### config.mk
export PLATFORM = sky130hd
export DESIGN_NAME = raster_timing_gen
export DESIGN_NICKNAME = d
export VERILOG_FILES = /design/src/rtl/raster_timing_gen.sv
export SDC_FILE = /design/constraint.sdc
export NUM_CORES = 1
export LEC_CHECK = 0
export BUFFER_PORTS_ARGS = -buffer_cell sky130_fd_sc_hd__buf_4
export CAP_MARGIN = 20
export CORE_MARGIN = 1
export CORE_UTILIZATION = 45
export DETAILED_ROUTE_END_ITERATION = 10
export SYNTH_ARGS = -nofsm -noshare
export SYNTH_HDL_FRONTEND = slang
export SYNTH_SLANG_ARGS = --single-unit
export TNS_END_PERCENT = 5
### constraint.sdc
create_clock -name clk -period 11.6 [get_ports clk]
set_input_delay 2.32 -clock clk [delete_from_list [all_inputs] [get_ports clk]]
set_output_delay 2.32 -clock clk [all_outputs]
set_load 0.01 [all_outputs]
### src/rtl/raster_timing_gen.sv
module raster_timing_gen #(
  parameter int HA_W = 7,
  parameter int HB_W = 5,
  parameter int HS_W = 5,
  parameter int HW_W = 4,
  parameter int VA_W = 10,
  parameter int VB_W = 6,
  parameter int VS_W = 6,
  parameter int VW_W = 3,
  localparam int XW = $clog2(((2**HA_W) + (2**HB_W)) * 8 + 2**HW_W * 8 + 1),
  localparam int YW = $clog2((2**VA_W) + (2**VB_W) + (2**VS_W) + 1),
  localparam int DW = VA_W
) (
  input  logic          clk,
  input  logic          rst,
  input  logic          pix_en,
  input  logic          wr_en,
  input  logic [2:0]    wr_addr,
  input  logic [DW-1:0] wr_data,
  output logic          hsync,
  output logic          vsync,
  output logic          de,
  output logic [XW-1:0] pix_x,
  output logic [YW-1:0] line_y
);

  localparam logic [HA_W-1:0] D_HA = HA_W'(1);
  localparam logic [HB_W-1:0] D_HB = HB_W'(2);
  localparam logic [HS_W-1:0] D_HS = HS_W'(1);
  localparam logic [HW_W-1:0] D_HW = HW_W'(0);
  localparam logic [VA_W-1:0] D_VA = VA_W'(3);
  localparam logic [VB_W-1:0] D_VB = VB_W'(3);
  localparam logic [VS_W-1:0] D_VS = VS_W'(0);
  localparam logic [VW_W-1:0] D_VW = VW_W'(0);

  logic [HA_W-1:0] r_ha, s_ha;
  logic [HB_W-1:0] r_hb, s_hb;
  logic [HS_W-1:0] r_hs, s_hs;
  logic [HW_W-1:0] r_hw, s_hw;
  logic [VA_W-1:0] r_va, s_va;
  logic [VB_W-1:0] r_vb, s_vb;
  logic [VS_W-1:0] r_vs, s_vs;
  logic [VW_W-1:0] r_vw, s_vw;
  logic            r_hpol, s_hpol, r_vpol, s_vpol;

  always_ff @(posedge clk) begin
    if (rst) begin
      r_ha <= D_HA; r_hb <= D_HB; r_hs <= D_HS; r_hw <= D_HW; r_hpol <= 1'b1;
      r_va <= D_VA; r_vb <= D_VB; r_vs <= D_VS; r_vw <= D_VW; r_vpol <= 1'b1;
    end else if (wr_en) begin
      case (wr_addr)
        3'd0: r_ha <= wr_data[HA_W-1:0];
        3'd1: r_hb <= wr_data[HB_W-1:0];
        3'd2: r_hs <= wr_data[HS_W-1:0];
        3'd3: begin r_hw <= wr_data[HW_W-1:0]; r_hpol <= wr_data[HW_W]; end
        3'd4: r_va <= wr_data[VA_W-1:0];
        3'd5: r_vb <= wr_data[VB_W-1:0];
        3'd6: r_vs <= wr_data[VS_W-1:0];
        default: begin r_vw <= wr_data[VW_W-1:0]; r_vpol <= wr_data[VW_W]; end
      endcase
    end
  end

  logic [XW-1:0] h_act, h_tot, hs_beg, hs_end;
  logic [YW-1:0] v_act, v_tot, vs_beg, vs_end;

  assign h_act  = XW'({s_ha, 3'b000}) + XW'(8);
  assign h_tot  = h_act  + XW'({s_hb, 3'b000}) + XW'(8);
  assign hs_beg = h_act  + XW'({s_hs, 3'b000}) + XW'(6);
  assign hs_end = hs_beg + XW'({s_hw, 3'b000}) + XW'(8);
  assign v_act  = YW'(s_va) + YW'(1);
  assign v_tot  = v_act  + YW'(s_vb) + YW'(1);
  assign vs_beg = v_act  + YW'(s_vs) + YW'(1);
  assign vs_end = vs_beg + YW'(s_vw) + YW'(1);

  logic x_last, y_last, frame_end;
  assign x_last    = (pix_x == h_tot - XW'(1));
  assign y_last    = (line_y == v_tot - YW'(1));
  assign frame_end = pix_en && x_last && y_last;

  always_ff @(posedge clk) begin
    if (rst) begin
      s_ha <= D_HA; s_hb <= D_HB; s_hs <= D_HS; s_hw <= D_HW; s_hpol <= 1'b1;
      s_va <= D_VA; s_vb <= D_VB; s_vs <= D_VS; s_vw <= D_VW; s_vpol <= 1'b1;
    end else if (frame_end) begin
      s_ha <= r_ha; s_hb <= r_hb; s_hs <= r_hs; s_hw <= r_hw; s_hpol <= r_hpol;
      s_va <= r_va; s_vb <= r_vb; s_vs <= r_vs; s_vw <= r_vw; s_vpol <= r_vpol;
    end
  end

  always_ff @(posedge clk) begin
    if (rst) begin
      pix_x  <= '0;
      line_y <= '0;
    end else if (pix_en) begin
      if (x_last) begin
        pix_x  <= '0;
        line_y <= y_last ? '0 : line_y + YW'(1);
      end else begin
        pix_x <= pix_x + XW'(1);
      end
    end
  end

  logic hs_on, vs_on;
  assign hs_on = (pix_x >= hs_beg) && (pix_x < hs_end);
  assign vs_on = (line_y >= vs_beg) && (line_y < vs_end);
  assign hsync = hs_on ~^ s_hpol;
  assign vsync = vs_on ~^ s_vpol;
  assign de    = (pix_x < h_act) && (line_y < v_act);

endmodule


* After elaboration in Yosys (flattened, before gate mapping) *
Cells that the tools add are included.

operators by class
  add/subtract/negate cells = 18
  magnitude comparators = 6
  equal/unequal tests = 8
  multiplexer cells = 2
  bitwise operators = 3
  reductions and logical operators = 16

operators with widths
  kind                   number
  $add 11x1->11 const B  5
  $lt 11x11->1           4
  $add 11x4->11 const B  2
  $add 11x6->11          2
  $add 11x8->11          2
  $eq 11x11->1           2
  $ge 11x11->1           2
  $mux 11                2
  $sub 11x1->11 const B  2
  $reduce_and 2->1       9
  $add 10x1->11 const B  1
  $add 10x4->11 const B  1
  $add 11x3->11          1
  $add 11x3->11 const B  1
  $add 11x7->11          1
  $eq 3x3->1 const B     3
  $reduce_or 7->1        1
  $eq 3x2->1 const B     2
  $logic_and 1x1->1      5
  $eq 3x1->1 const B     1
  $logic_not 3->1        1
  $xnor 1x1->1           2
  $not 1->1              1

storage, ports and cells
  register bits after elaboration = 118
  bits of input ports = 17
  output and inout port bits = 25
  logic and storage cells = 75

* Logic depth before layout (Yosys ltp) *
  depth in word-level cells = 8
  gate-level depth with buffers = 19

* Worst setup path before layout *
Ideal clock, no wire load.

  path kind = reg2out
  start point = register s_va[0]
  end point = output vsync
  data arrival time = 3982 ps
  slack = 5298 ps
  cell stages (with the launch flop) = 19
  path through = dfxtp_1 -> ha_1 -> buf_2 -> xor2_1 -> ha_1 -> nor2b_1 -> o21a_1 -> or2_2 -> xor2_1 -> inv_1 -> nor3_1 -> nand3_1 -> xnor2_1 -> ha_1 -> a2111oi_0 -> a21oi_1 -> o41a_1 -> a31oi_1 -> xnor2_1

on the way
  longest elaborated chain between the ends = 8

RTL lines
  element                 line  RTL
  from (decl)             40    logic [VA_W-1:0] r_va, s_va;
  from (signal assigned)  87    s_va <= r_va; s_vb <= r_vb; s_vs <= r_vs; s_vw <= r_vw; s_vpol <= r_vpol;
  $add 10x1->11 *         71    assign v_act = YW'(s_va) + YW'(1);
  $add 11x6->11 *         73    assign vs_beg = v_act + YW'(s_vs) + YW'(1);
  $add 11x1->11 *         73
  $add 11x3->11           74    assign vs_end = vs_beg + YW'(s_vw) + YW'(1);
  $add 11x1->11           74
  $lt 11x11->1            107   assign vs_on = (line_y >= vs_beg) && (line_y < vs_end);
  $logic_and 1x1->1 *     107
  $xnor 1x1->1 *          109   assign vsync = vs_on ~^ s_vpol;
  to (decl)               21    output logic vsync,

Mark *: on every way between the ends. The rest lies on a longest branch, timed or not.

* Worst setup path in the final report *
Ends and elaborated chain as after synthesis.

==> out/qor.yml <==
count_of_flip_flops_with_a_built_in_enable_after_synthesis: 0
antenna-diode-count: 0
post_cts_resize_count: 0
worstPathBufferInverterCount: 2
transition_at_the_pin_with_the_smallest_max_transition_slack_ns: 1.08
run_status: "finished, final reports clean"
cts_root_buf: "clkbuf_16"
synth.lib_cells_used.distinct: 68
crit_top_cell: "ha_1"
place.port_buffers: 41
globalRouteOverflowTotal: 0
clock_tree_from_tritoncts: "yes"
clk_latency_ns: 0.41
multiInputGateArea_sq_um: 5270
tritoncts_num_sinks: 118
num-fill-cells: 1741
asyncSetResetFlopFracSynth_pct: 0
antenna_found_initial: 0
synth.net_count: 1068
post-route-min-period_ns: 7.32
min_period_over_period_pct: 63.1
data_required_critical_path_ns: 9.28
met2_length_microns: 8580
design.portCount: 42
route.detailed.drc: 0
ctsHoldBuffers: 0
ff_latch_area_sq_um: 2360
ant_nets: 0
totalNegativeSetupSlack_ns: 0
synth-seq-cells: 118
timing.fmax_mhz: 137
ys_seq_area_share_pct: 29.2
grt_pass1_vias: 5927
maximum_number_of_pins_on_one_net_before_global_route_repair: 102
finalHoldViolCount: 0
hold_class: "reg -> reg"
setup.worst_path.class: "reg -> out"
mean_instance_size_in_the_synthesized_netlist_sq_um: 8.49
max_cap_violations: 0
postCtsSetupRepairBufs: 0
clkTransAtPathRegs_ns: 0.06
crit_chain: "ha_1 > xor2_1 > ha_1 > nor2b_1 > o21a_1 > or2_2 > xor2_1 > inv_1 > nor3_1 > nand3_1 > xnor2_1 > ha_1 > a2111oi_0 > a21oi_1 > o41a_1 > a31oi_1 > xnor2_1 > buf_4"
dr.first_iter.drc_count: 455
vias: 6685
max_stage_delay_ns: 0.44
grt.total_usage_pct: 22.7
h-tree-depth: 4
drt_pass1_iterations: 7
route.detailed.vias_per_inst: 5.56
area_growth_from_synthesis_to_layout_pct: 11.9
post_route_m1_wl_microns: 10500
top_layer_reached_by_signal_wires: "met4"
dp_hpwl_microns: 14300
tritoncts.num_buffers: 17
skew_ns: 0.00866
dieWidth_microns: 136
die_area_sq_um: 18500
share_of_post_route_cells_with_drive_strength_above_1_pct: 9.71
setup.worst_path.end_class: "output pin"
routedWlPerCell_microns: 16.7
dieHeight_microns: 136
worst_case_hold_slack_ns: 0.453
synth_area_sq_um: 8100
finalSetupViolations: 0
cellLeakagePower_nw: 3.72
met3WireLength_microns: 796
power.density_cell_area_nw_per_um2: 107
grt_pass1_wl_microns: 32700
initial_utilization_pct: 46.5
irDropWorstVdd_v: 0.000103
ys_warn_count: 0
num-nets-final: 1079
critical_path.slowest_cell: "dfxtp_1"
timing.final.max_slew_violations: 0
routabilityCongestion: 0.867
synthFlopType: "dfxtp_1"
worst_slew_margin_rel_pct: 28.1
rsz_0062_raised_after_global_routing: "no"
timing.critical_path.fanout_max: 10
detail_route.wirelength_microns: 20100
clk_path_buf_depth: 2
crit_path_start_kind: "flop"
cpLargestDelayFamily: "compound AO/OA/AOI/OAI gates"
worst_ep_arrival_time_ns: 5.00
post_synth_inst_count: 954
row_count: 48
coreArea_sq_um: 17400
worst min-delay path: stages (launching register included):
cell and delay (ns):
dfxtp_1 0.31, nand2_1 0.05, a21oi_1 0.05
cells by family after synthesis:
| kind of cell | after synthesis | share of synthesized area (%) |
|---|---|---|
| adder cells (fa/ha/maj) | 97 | 15.5 |
| XOR/XNOR | 88 | 10.4 |
| multiplexers | 41 | 5.08 |
| AND/OR/NAND/NOR | 279 | 17.6 |
| buffers and inverters | 110 | 5.72 |
| AO/OA/AOI/OAI | 221 | 16.5 |
| flip-flops | 118 | 29.2 |
through the flow:
stage	util [%]	setup WS, ns	power, W	instances	area (sq um)
floorplan	-	5.30	0.000440	954	8100
global placement	48.6	4.89	0.000453	1171	8470
detailed placement	48.6	4.78	0.000453	1171	8470
CTS	52.0	4.30	0.000975	1203	9060
global route	52.0	3.83	0.000999	1203	9060
finish	52.0	4.28	0.000967	1203	9060
layout by cell type (no fill, tap or decap), types with 8 or more instances in the layout:
cell type and instances:
clkbuf_16 17, o211ai_1 8, mux2i_1 40, buf_4 46, xor2_1 26, inv_1 54
a21oi_1 80, a21o_1 13, nand3_1 73, ha_1 91, o21ai_0 47, nor3_1 27
o21a_1 21, nand2_1 57, dfxtp_1 118, o21ai_1 18, nor2_1 54, xnor2_1 56
nand4_1 12
where the power goes:
| part | switching, W | internal [W] | leakage, nW | total (W) |
|---|---|---|---|---|
| clock | 0.000195 | 0.000328 | 0.280 | 0.000523 |
| sequential | 0.00000336 | 0.000410 | 0.953 | 0.000413 |
| combinational | 0.0000193 | 0.0000112 | 2.49 | 0.0000305 |
| total | 0.000218 | 0.000749 | 3.72 | 0.000967 |
final cells by class:
class,instances,area share [%]
Clock buffer,21,5.08
Clock inverter,11,1.37
Inverter,56,2.32
Multi-Input combinational cell,726,58.2
Sequential cell,118,26.1
Tap cell,225,3.11
Timing Repair Buffer,46,3.81
path summary, 6_finish.rpt:
check             startpoint      end  slack [ns]  cells after the start
setup reg to reg     s_ha[0]  s_ha[0]        7.38                     11
setup / recovery     s_va[0]    vsync        4.28                     18
hold / removal       r_va[5]  r_va[5]        0.45                      2
hold reg to reg      r_va[5]  r_va[5]        0.45                      2
synthesized netlist by cell type, drive strengths merged, types with 2 or more instances:
cell type / instances / area, sq um
o41a: 2 / 22.5
nor2b: 6 / 37.5
ha: 91 / 1140
o21ai: 65 / 325
nor3b: 4 / 30.0
nor3: 27 / 135
o21a: 21 / 158
and3: 6 / 37.5
nor4: 7 / 58.8
a21oi: 81 / 409
xnor2: 57 / 507
a31oi: 4 / 25.0
or2: 3 / 18.8
o21bai: 3 / 22.5
clkbuf: 31 / 116
nand3: 73 / 365
a211oi: 3 / 27.5
dfxtp: 118 / 2360
nand4b: 3 / 26.3
nor2: 55 / 209
o2111ai: 2 / 17.5
or3: 4 / 25.0
xor2: 27 / 244
o31a: 2 / 17.5
nand4: 13 / 96.3
inv: 55 / 206
and4: 7 / 63.8
a21boi: 2 / 15.0
buf: 23 / 136
o211ai: 9 / 72.6
xnor3: 4 / 90.1
nand2b: 5 / 31.3
and3b: 2 / 17.5
fa: 6 / 120
and2: 2 / 12.5
a21o: 13 / 97.6
nor4b: 3 / 26.3
nand2: 57 / 214
mux2i: 40 / 400
a2111oi: 3 / 26.3
metal layers:
layer	global-route usage, %	up-vias
li1	-	3410
met1	34.2	3118
met2	33.2	139
met3	3.65	18
met4	5.43	0
met5	0	-
sequential cells by signal (all words and copies together), names as in the netlist, 3 cells and up:
register and cells:
pix_x 11, r_hs 5, s_ha 7, r_vb 6
r_va 10, s_va 10, s_vw 3, s_vs 6
r_vs 6, s_hb 5, r_ha 7, line_y 11
r_hb 5, s_hs 5, r_hw 4, r_vw 3
s_vb 6, s_hw 4
No activity file was read; power rests on OpenSTA's default activity.
